===== src/rtl/fg_pkg.sv =====
package fg_pkg;
   // register offsets decoded by the bus fabric
   localparam logic [7:0] OFS_CTRL  = 8'h60;
   localparam logic [7:0] OFS_FIRST = 8'h61;
   localparam logic [7:0] OFS_LAST  = 8'h62;

   // LED lane positions
   localparam int LED_BLUE  = 0;
   localparam int LED_GREEN = 1;
   localparam int LED_RED   = 2;

   typedef enum logic [1:0] {
      CMP_MASK  = 2'd0,
      CMP_RANGE = 2'd1
   } cmp_kind_e;
endpackage


===== src/rtl/fg_window.sv =====
module fg_window #(
   parameter int                ADDR_W = 32,
   parameter logic [ADDR_W-1:0] BASE   = '0,
   parameter logic [ADDR_W-1:0] SIZE   = 1
) (
   input  logic [ADDR_W-1:0] addr,
   output logic              hit
);
   import fg_pkg::*;

   localparam logic [ADDR_W-1:0] SIZE_M1 = SIZE - 1'b1;
   localparam bit POW2    = ((SIZE & SIZE_M1) == '0);
   localparam bit ALIGNED = ((BASE & SIZE_M1) == '0);
   localparam cmp_kind_e KIND = (POW2 && ALIGNED) ? CMP_MASK : CMP_RANGE;

   generate
      if (SIZE == '0) begin : g_bad
         $error("fg_window: SIZE must be nonzero");
      end
      if (KIND == CMP_MASK) begin : g_mask
         always_comb hit = ((addr & ~SIZE_M1) == BASE);
      end else begin : g_range
         logic [ADDR_W-1:0] off;
         always_comb begin
            off = addr - BASE;
            hit = (addr >= BASE) && (off < SIZE);
         end
      end
   endgenerate
endmodule


===== src/rtl/fg_regs.sv =====
module fg_regs #(
   parameter int ADDR_W = 32,
   parameter int DATA_W = 32,
   parameter int REG_AW = 8
) (
   input  logic              clk,
   input  logic              rst_n,
   input  logic              cs,
   input  logic              we,
   input  logic [REG_AW-1:0] addr,
   input  logic [DATA_W-1:0] wdata,
   output logic [DATA_W-1:0] rdata,
   output logic              en,
   output logic [ADDR_W-1:0] first,
   output logic [ADDR_W-1:0] last
);
   import fg_pkg::*;

   localparam logic [REG_AW-1:0] A_CTRL  = REG_AW'(OFS_CTRL);
   localparam logic [REG_AW-1:0] A_FIRST = REG_AW'(OFS_FIRST);
   localparam logic [REG_AW-1:0] A_LAST  = REG_AW'(OFS_LAST);

   logic wr;
   assign wr = cs && we;

   always_ff @(posedge clk) begin
      if (!rst_n) begin
         en    <= 1'b0;
         first <= '0;
         last  <= '0;
      end else begin
         if (wr && addr == A_CTRL && wdata[0]) en <= 1'b1;
         if (wr && !en && addr == A_FIRST) first <= wdata[ADDR_W-1:0];
         if (wr && !en && addr == A_LAST)  last  <= wdata[ADDR_W-1:0];
      end
   end

   always_comb begin
      rdata = '0;
      if (cs && !we) begin
         unique case (addr)
            A_CTRL:  rdata = DATA_W'(en);
            A_FIRST: rdata = DATA_W'(first);
            A_LAST:  rdata = DATA_W'(last);
            default: rdata = '0;
         endcase
      end
   end
endmodule


===== src/rtl/fg_flasher.sv =====
module fg_flasher #(
   parameter int FLASH_LOG2 = 22
) (
   input  logic       clk,
   input  logic       rst_n,
   input  logic       trap_in,
   input  logic [2:0] led_req,
   output logic [2:0] led_out,
   output logic       trap_seen
);
   import fg_pkg::*;

   logic [FLASH_LOG2-1:0] cnt;
   logic                  phase;

   always_ff @(posedge clk) begin
      if (!rst_n) begin
         cnt       <= '0;
         phase     <= 1'b0;
         trap_seen <= 1'b0;
      end else begin
         cnt <= cnt + FLASH_LOG2'(1);
         if (&cnt)    phase     <= ~phase;
         if (trap_in) trap_seen <= 1'b1;
      end
   end

   always_comb begin
      led_out = led_req;
      if (trap_seen) begin
         led_out            = '0;
         led_out[LED_RED]   = phase;
      end
   end
endmodule


===== src/rtl/fg_guard.sv =====
module fg_guard #(
   parameter int                ADDR_W      = 32,
   parameter int                DATA_W      = 32,
   parameter int                REG_AW      = 8,
   parameter logic [ADDR_W-1:0] FW_RAM_BASE = 32'hD000_0000,
   parameter logic [ADDR_W-1:0] FW_RAM_SIZE = 32'h0000_0800,
   parameter logic [ADDR_W-1:0] RAM_BASE    = 32'h4000_0000,
   parameter logic [ADDR_W-1:0] RAM_SIZE    = 32'h0002_0000,
   parameter logic [ADDR_W-1:0] RAM_WIN     = 32'h4000_0000,
   parameter int                FLASH_LOG2  = 22
) (
   input  logic              clk,
   input  logic              rst_n,
   input  logic              reg_cs,
   input  logic              reg_we,
   input  logic [REG_AW-1:0] reg_addr,
   input  logic [DATA_W-1:0] reg_wdata,
   output logic [DATA_W-1:0] reg_rdata,
   input  logic              cpu_valid,
   input  logic              cpu_fetch,
   input  logic [ADDR_W-1:0] cpu_addr,
   input  logic [DATA_W-1:0] mem_rdata,
   output logic [DATA_W-1:0] cpu_rdata,
   output logic              access_violation,
   input  logic              cpu_trap,
   input  logic [2:0]        led_req,
   output logic [2:0]        led_out
);
   localparam logic [ADDR_W-1:0] OOB_BASE = RAM_BASE + RAM_SIZE;
   localparam logic [ADDR_W-1:0] OOB_SIZE = RAM_WIN - RAM_SIZE;

   generate
      if (DATA_W < ADDR_W) begin : g_chk_w
         $error("fg_guard: DATA_W must hold an address");
      end
      if (REG_AW < 7) begin : g_chk_aw
         $error("fg_guard: REG_AW too narrow for register offsets");
      end
      if (FLASH_LOG2 < 1) begin : g_chk_fl
         $error("fg_guard: FLASH_LOG2 must be at least 1");
      end
      if (RAM_SIZE >= RAM_WIN) begin : g_chk_ram
         $error("fg_guard: RAM_WIN must exceed RAM_SIZE");
      end
   endgenerate

   logic              en_q;
   logic [ADDR_W-1:0] first_q;
   logic [ADDR_W-1:0] last_q;
   logic              trap_seen;
   logic              fw_hit;
   logic              oob_hit;
   logic              region_hit;
   logic              block;

   fg_regs #(
      .ADDR_W(ADDR_W), .DATA_W(DATA_W), .REG_AW(REG_AW)
   ) i_regs (
      .clk(clk), .rst_n(rst_n),
      .cs(reg_cs), .we(reg_we), .addr(reg_addr),
      .wdata(reg_wdata), .rdata(reg_rdata),
      .en(en_q), .first(first_q), .last(last_q)
   );

   fg_window #(
      .ADDR_W(ADDR_W), .BASE(FW_RAM_BASE), .SIZE(FW_RAM_SIZE)
   ) i_fw_win (
      .addr(cpu_addr), .hit(fw_hit)
   );

   fg_window #(
      .ADDR_W(ADDR_W), .BASE(OOB_BASE), .SIZE(OOB_SIZE)
   ) i_oob_win (
      .addr(cpu_addr), .hit(oob_hit)
   );

   fg_flasher #(
      .FLASH_LOG2(FLASH_LOG2)
   ) i_flash (
      .clk(clk), .rst_n(rst_n),
      .trap_in(cpu_trap), .led_req(led_req),
      .led_out(led_out), .trap_seen(trap_seen)
   );

   always_comb begin
      region_hit       = en_q && (cpu_addr >= first_q) && (cpu_addr <= last_q);
      access_violation = cpu_valid && oob_hit;
      block            = access_violation ||
                         (cpu_valid && cpu_fetch && (fw_hit || region_hit));
      cpu_rdata        = block ? '0 : mem_rdata;
   end
endmodule


===== config.mk =====
export PLATFORM = sky130hd
export DESIGN_NAME = fg_guard
export DESIGN_NICKNAME = d
export VERILOG_FILES = /design/src/rtl/fg_pkg.sv /design/src/rtl/fg_window.sv /design/src/rtl/fg_regs.sv /design/src/rtl/fg_flasher.sv /design/src/rtl/fg_guard.sv
export SDC_FILE = /design/constraint.sdc
export NUM_CORES = 1
export LEC_CHECK = 0
export ABC_AREA = 1
export BUFFER_PORTS_ARGS = -buffer_cell sky130_fd_sc_hd__clkbuf_2
export CELL_PAD_IN_SITES_DETAIL_PLACEMENT = 0
export CELL_PAD_IN_SITES_GLOBAL_PLACEMENT = 1
export CORE_MARGIN = 2
export CORE_UTILIZATION = 25
export CTS_BUF_LIST = sky130_fd_sc_hd__clkbuf_2 sky130_fd_sc_hd__clkbuf_4 sky130_fd_sc_hd__clkbuf_8
export CTS_CLUSTER_DIAMETER = 60
export DETAILED_ROUTE_END_ITERATION = 8
export PLACE_DENSITY = 0.62
export SYNTH_ARGS = -nofsm -noshare
export SYNTH_HDL_FRONTEND = slang
export SYNTH_SLANG_ARGS = --single-unit

===== constraint.sdc =====
create_clock -name clk -period 1.58 [get_ports clk]
set_input_delay 0.079 -clock clk [delete_from_list [all_inputs] [get_ports clk]]
set_output_delay 0.079 -clock clk [all_outputs]
set_load 0.01 [all_outputs]

==> impl_metrics.csv, run 1 <==
group,metric,value,unit
outcome,status,"complete, but fails checks",
outcome,violations,"negative setup slack",
critical_path,r2r_start,"i_flash.cnt[0]",
finish,fin_nets,1513,
yosys,synth_fa_ha_area_frac,0.1370,
critical_path,worstSetupEndpoint,"cpu_rdata[31]",
placement,io_buffer_count,181,
critical_path,start_kind,"register",
finish,antenna_cells,0,
critical_path,cp_cell_sequence,"inv_2, ha_4, nand2_4, o21a_1, nand2_1, nand2_1, nand2_2, nand2_1, nand2_1, nand2_1, nand2_2, nand2_2, nand2_2, nand2_4, buf_4, buf_8, nor2_2, clkbuf_2",
critical_path,end_kind,"output port",
die,ioPinCount,182,
power,leakage,4.846,nW
critical_path,critPathKind,"reg2out",
critical_path,critPathMaxStageDelay,0.35,ns
worst_hold_path,hold_class,"in2reg",
grt,track_usage,0.1686,
routing,avgViaCountPerCell,4.374,
grt,grt_max_degree,64,
yosys,yosys.area_share.simple,0.2587,
die,die_w,161.6,um
yosys,syn_area,6210,um2
finish,utilization,0.4617,
yosys,synth-seq-cells,89,
finish,fin_cells,1659,
yosys,seq_area_frac_synth,0.2869,
worst_hold_path,holdCritStartpoint,"reg_wdata[21]",
routing,drt_iter0_drc,210,
critical_path,startpoint,"i_regs.last[7]",
yosys,postSynthCellCount,940,
critical_path,r2r-end,"i_flash.cnt[16]",
critical_path,r2r_cells,12,
timing,timing.final.crit_share,1.609,
timing,setup_violations,39,
critical_path,cp_max_fo,5,
timing,fin_ws,-0.9622,ns
critical_path,crit_arrival,2.46,ns
critical_path,r2r_setup_slack,-0.15,ns
timing,fin_skew,0.006061,ns
timing,hold_viol_final,0,
clock_tree,root_buffer,"clkbuf_8",
grt,first_global_vias,7040,
yosys,syn_nets,1122,
timing,rsz0062_at_grt,"yes",
placement,pre_cts_slack,-0.7485,ns
routing,drcViolationCount,0,
yosys,synth_top_area_cell,"dfxtp_1",
clock_tree,clockBufferDepth,2,
yosys,synth.distinct_cells,38,
job,drv_cap,0,
grt,antenna_found_initial,0,
yosys,synth.area.mux_share,0,
die,design.die.area,26120,um2
yosys,synth_top_family_by_area,"simple AND/OR/NAND/NOR gates",
clock_tree,cts_buffers,9,
critical_path,critical_path_required,1.50,ns
timing,worst_pin_slew,0.5560,ns
critical_path,critPathSlowestCell,"dfxtp_2",
clock_tree,cts.sinks,89,
yosys,syn_avg_cell_area,6.606,um2
die,core-area,24320,um2
routing,finalWirelength,22440,um
routing,route.vias.total,7256,
yosys,synth_compound_area_frac,0.1838,
power,ir_drop,0.4098,mV
grt,grt.overflow.total,0,
yosys,synth-xor-area-share,0.01693,
placement,post_dp_cell_area,8926,um2
die,die_height,161.6,um
clock_tree,clk_pin_slew,0.10,ns
routing,wl_per_cell,13.53,um
routing,dr.pass1.iters,4,
die,rows,57,
yosys,synthTopCellsByArea,"dfxtp_1 29%, ha_1 14%, nand2_1 12%",
finish,area_growth,80.84,%
timing,worst_hold_slack,0.02637,ns
placement,dp_hpwl,16560,um
power,power_density,489.7,nW/um2
yosys,synth.top_cell.area_share,0.2869,
timing,clock.fmax,0.3934,GHz
routing,ant_nets,0,
grt,grt_pass1_wl,35310,um
finish,drive_above_1_share,0.5228,
yosys,yosysWarnings,0,
finish,fin_area,11230,um2
timing,drv_slew,0,
clock_tree,clk-insertion-delay-late,0.39,ns
clock_tree,cts_max_level,3,
finish,fillers,2496,
timing,slew_headroom,0.6289,
critical_path,crit_top_cell,"nand2_1",
timing,fin_crit,2.542,ns
clock_tree,cts_tree,"done",
die,initial_core_util,0.2553,
placement,post-place-cells,1561,
placement,gp_congestion,0.7789,
## cells by family (layout without fill, tap and decap cells)
logic type | count (synthesis) | count (layout)
and+or+nand+nor | 361 | 361
AOI/OAI and AO/OA | 223 | 223
xor gates and xnor gates | 12 | 12
buffers and inverters | 187 | 582
adders and majority gates | 68 | 68
DFF | 89 | 89
## registers in the layout (all words and copies together), names as in the netlist
register and cells:
i_flash.trap_seen 1, i_flash.cnt 22, i_flash.phase 1, i_regs.en 1, i_regs.first 32, i_regs.last 32
## area by class of cell
type                       count  area [um2]  area share
clock buffer                   9       123.9     0.01103
clock inverter                 6       107.6    0.009582
inverter                     155       584.3     0.05203
multi-input combinational    664        4928      0.4389
sequential                    89        1852      0.1649
tap                          324       405.4     0.03610
timing repair buffer         412        3228      0.2875
## worst min path at each step
stage / to / slack, ns / cells past startpoint
after CTS: i_regs.last[21] / 0.007 / 3
after global placement: i_flash.trap_seen / 0.28 / 3
after detailed placement: i_flash.trap_seen / 0.29 / 3
after floorplan: i_flash.trap_seen / 0.19 / 2
after global routing: i_regs.first[15] / 0.06 / 3
final: i_regs.last[21] / 0.03 / 3
## cell usage in the layout (no fill, tap or decap), types with 27 or more instances in the layout
| cell type | n |
|---|---|
| inv_1 | 112 |
| dfxtp_1 | 35 |
| nor2_4 | 45 |
| ha_1 | 35 |
| dfxtp_2 | 53 |
| buf_6 | 50 |
| dlygate4sd3_1 | 33 |
| o21ai_0 | 71 |
| nand2_1 | 154 |
| inv_2 | 41 |
| nand2_2 | 43 |
| ha_4 | 33 |
| buf_4 | 162 |
| a21oi_1 | 106 |
| nor2_1 | 38 |
| clkbuf_2 | 134 |
| a21oi_2 | 27 |
## cell usage after synthesis (all sizes together)
master,n
nor2,103
nand2,201
nand4,10
nand3,21
nor3b,4
nor3,12
xnor2,4
buf,4
o211ai,1
o31ai,2
o21ai,75
xor2,8
dfxtp,89
clkbuf,28
inv,154
a21o,2
ha,68
a21oi,138
nor4,6
o21a,5
nand3b,1
or2,2
or4,1
clkinv,1
## stage by stage
stage	setup TNS, ns	power (mW)
floorplan	-5.509	2.806
global placement	-27.87	3.263
detailed placement	-29.51	3.271
CTS	-33.61	5.456
global route	-37.02	5.795
finish	-30.31	5.499
## power breakdown
part | internal, mW | total (mW) | switching (mW)
Clock | 1.04 | 1.97 | 0.933
Sequential | 2.25 | 2.26 | 0.00977
Combinational | 0.640 | 1.27 | 0.628
## routing by layer
layer	track usage	up-vias	wire [um]
li1	-	3810	-
met1	0.2110	3293	10250
met2	0.3026	142	11160
met3	0.02979	11	856
met4	0.03450	0	171
met5	0	-	0
## worst max-delay path, delay by kind of cell, from the launching register on
family | cells | cell delay [ns]
compound gates | 1 | 0.20
simple gates | 12 | 0.79
buf+inv | 4 | 0.45
flops | 1 | 0.35
fa+ha+maj | 1 | 0.27
## timing repair
action	in CTS	in global routing
pin swaps	70	64
gates resized for setup	167	208
cloned	4	2
hold buffers	33	0
setup buffers	25	29
setup endpoints to repair	68	78
endpoints found under the hold margin	59	0
No activity file was read; power rests on OpenSTA's default activity.
==> run 2, diff against run 1 <==
==> constraint.sdc (replaced) <==
create_clock -name clk -period 1.58 [get_ports clk]
set_input_delay 0.079 -clock clk [delete_from_list [all_inputs] [get_ports clk]]
set_output_delay 0.079 -clock clk [all_outputs]
set_load 0.1 [all_outputs]
==> impl_metrics.csv, run 2 (synthesis results as in run 1) <==
group,metric,value,unit
finish,area_growth,107.0,%
grt,track_usage,0.1802,
timing,drv_slew,0,
timing,clock.fmax,0.3808,GHz
critical_path,end_kind,"output port",
timing,fin_skew,0.01334,ns
timing,worst_pin_slew,0.6387,ns
grt,first_global_vias,7468,
routing,drt_iter0_drc,226,
critical_path,critPathKind,"reg2out",
placement,post_dp_cell_area,10670,um2
placement,pre_cts_slack,-0.7591,ns
clock_tree,cts_max_level,3,
power,power.internal,3.883,mW
clock_tree,clockBufferDepth,2,
die,core-area,24320,um2
grt,grt.overflow.total,0,
routing,avgViaCountPerCell,4.404,
finish,fin_area,12850,um2
placement,post-place-cells,1590,
finish,utilization,0.5285,
routing,drcViolationCount,0,
critical_path,crit_top_cell,"nand2_1",
grt,grtUsageMet3,0.03159,
clock_tree,cts_tree,"done",
timing,fin_ws,-1.046,ns
power,seq_power_share,0.379,
grt,antenna_found_initial,0,
grt,grt_pass1_wl,37530,um
die,die_height,161.6,um
clock_tree,cts.sinks,89,
critical_path,r2r_setup_slack,-0.16,ns
grt,grt_busiest_layer,"met2",
timing,fin_crit,2.626,ns
finish,fin_nets,1533,
routing,dr.pass1.iters,6,
die,initial_core_util,0.2553,
routing,finalWirelength,23970,um
die,design.die.area,26120,um2
die,rows,57,
critical_path,start_kind,"register",
timing,slew_headroom,0.5709,
timing,rsz0062_at_grt,"yes",
routing,ant_nets,0,
die,die_w,161.6,um
finish,reg_top3,"i_regs.first (32), i_regs.last (32), i_flash.cnt (22)",
die,ioPinCount,182,
grt,grt_util_met1,0.2350,
power,ir_drop,0.3240,mV
grt,grt.met2_usage,0.3056,
timing,setup_violations,67,
job,drv_cap,0,
critical_path,cp_cell_sequence,"inv_2, ha_4, nand2_4, o21a_1, nand2_1, nand2_1, nand2_1, nand2_1, nand2_1, nand2_1, nand2_1, nand2_2, nand2_4, nand2_8, clkbuf_16, nor2_4, buf_12",
timing,timing.final.crit_share,1.662,
power,net-switching-power,2.076,mW
power,swShare,0.3484,
power,total_power,5.959,mW
power,leakage,5.641,nW
routing,wl_per_cell,14.27,um
critical_path,critPathMaxStageDelay,0.35,ns
power,p_clk_frac,0.297,
grt,grt_max_degree,42,
placement,io_buffer_count,181,
finish,fin_cells,1680,
routing,route.vias.total,7398,
power,power_density,463.6,nW/um2
critical_path,critical_path_required,1.50,ns
critical_path,crit_arrival,2.55,ns
critical_path,cp_max_fo,7,
clock_tree,cts_buffers,9,
finish,antenna_cells,0,
critical_path,critPathSlowestCell,"dfxtp_2",
timing,hold_viol_final,0,
worst_hold_path,hold_class,"in2reg",
critical_path,critPathTopFamily,"simple AND/OR/NAND/NOR gates",
clock_tree,clk_pin_slew,0.10,ns
power,combPwrFrac,0.323,
finish,drive_above_1_share,0.5796,
finish,layout_common_cells,"181 x buf_4, 121 x nand2_1, 112 x inv_1, 108 x clkbuf_2, 93 x a21oi_1",
clock_tree,clk-insertion-delay-late,0.39,ns
clock_tree,root_buffer,"clkbuf_8",
critical_path,path_buf_inv,3,
placement,gp_congestion,0.7928,
outcome,violations,"negative setup slack",
outcome,status,"complete, but fails checks",
finish,mostFrequentLayoutCell,"buf_4",
placement,dp_hpwl,17280,um
[run 2: layer usage]
metal  part of all wire  up-vias
li1                   -     3862
met1               0.47     3377
met2               0.48      142
met3              0.046       17
met4              0.011        0
met5                  0        -
[run 2: final cells by class]
cell class / count / area (um2)
Clock buffer: 11 / 151.4
Clock inverter: 5 / 62.56
Tap cell: 324 / 405.4
Fill cell: 2294 / 11470
Multi-Input combinational cell: 664 / 5539
Timing Repair Buffer: 432 / 4257
Sequential cell: 89 / 1853
Inverter: 155 / 585.6
[run 2: through the flow]
| step | setup TNS [ns] | hold slack, ns |
|---|---|---|
| 3_3_place_gp | -25.86 | 0.2864 |
| 4_1_cts | -34.99 | 0.001018 |
| 2_1_floorplan | -24.67 | 0.1948 |
| 5_1_grt | -43.88 | 0.02989 |
| 6_report | -36.16 | 0.005645 |
| 3_5_place_dp | -26.58 | 0.2933 |
[run 2: what timing repair did]
| item | 4_1_cts | 5_1_grt |
|---|---|---|
| hold buffers | 28 | 0 |
| setup buffers | 17 | 30 |
| endpoints found under the hold margin | 49 | 0 |
| setup endpoints to repair | 66 | 77 |
| pin swaps | 62 | 79 |
| gates resized for setup | 170 | 165 |
| gates cloned | 5 | 2 |
[run 2: worst reg2reg max path: stages (launching register included)]
cell     delay, ns
dfxtp_2       0.37
ha_4          0.15
nand3_4       0.07
nor2_4        0.10
nand2_2       0.07
nor2_4        0.10
nand2_2       0.08
nor2_4        0.13
nand2_2       0.09
nor4_4        0.27
nand3_1       0.12
nand2_1       0.07
nor2_1        0.04
[run 2: power groups by stage]
stage               Clock (mW)  Sequential [mW]  Combinational [mW]
finish                    1.77             2.26                1.93
detailed placement           0             2.32                1.63
global placement             0             2.31                1.62
CTS                       1.83             2.26                1.82
global route              1.89             2.26                2.07
floorplan                    0             2.31               0.941
[run 2: worst paths after layout]
path / startpoint / end / depth (start not counted)
max: i_regs.last[7] / cpu_rdata[9] / 17
min: reg_wdata[25] / i_regs.first[25] / 3
max reg2reg: i_flash.cnt[0] / i_flash.cnt[16] / 12
min reg2reg: i_regs.first[2] / i_regs.first[2] / 2
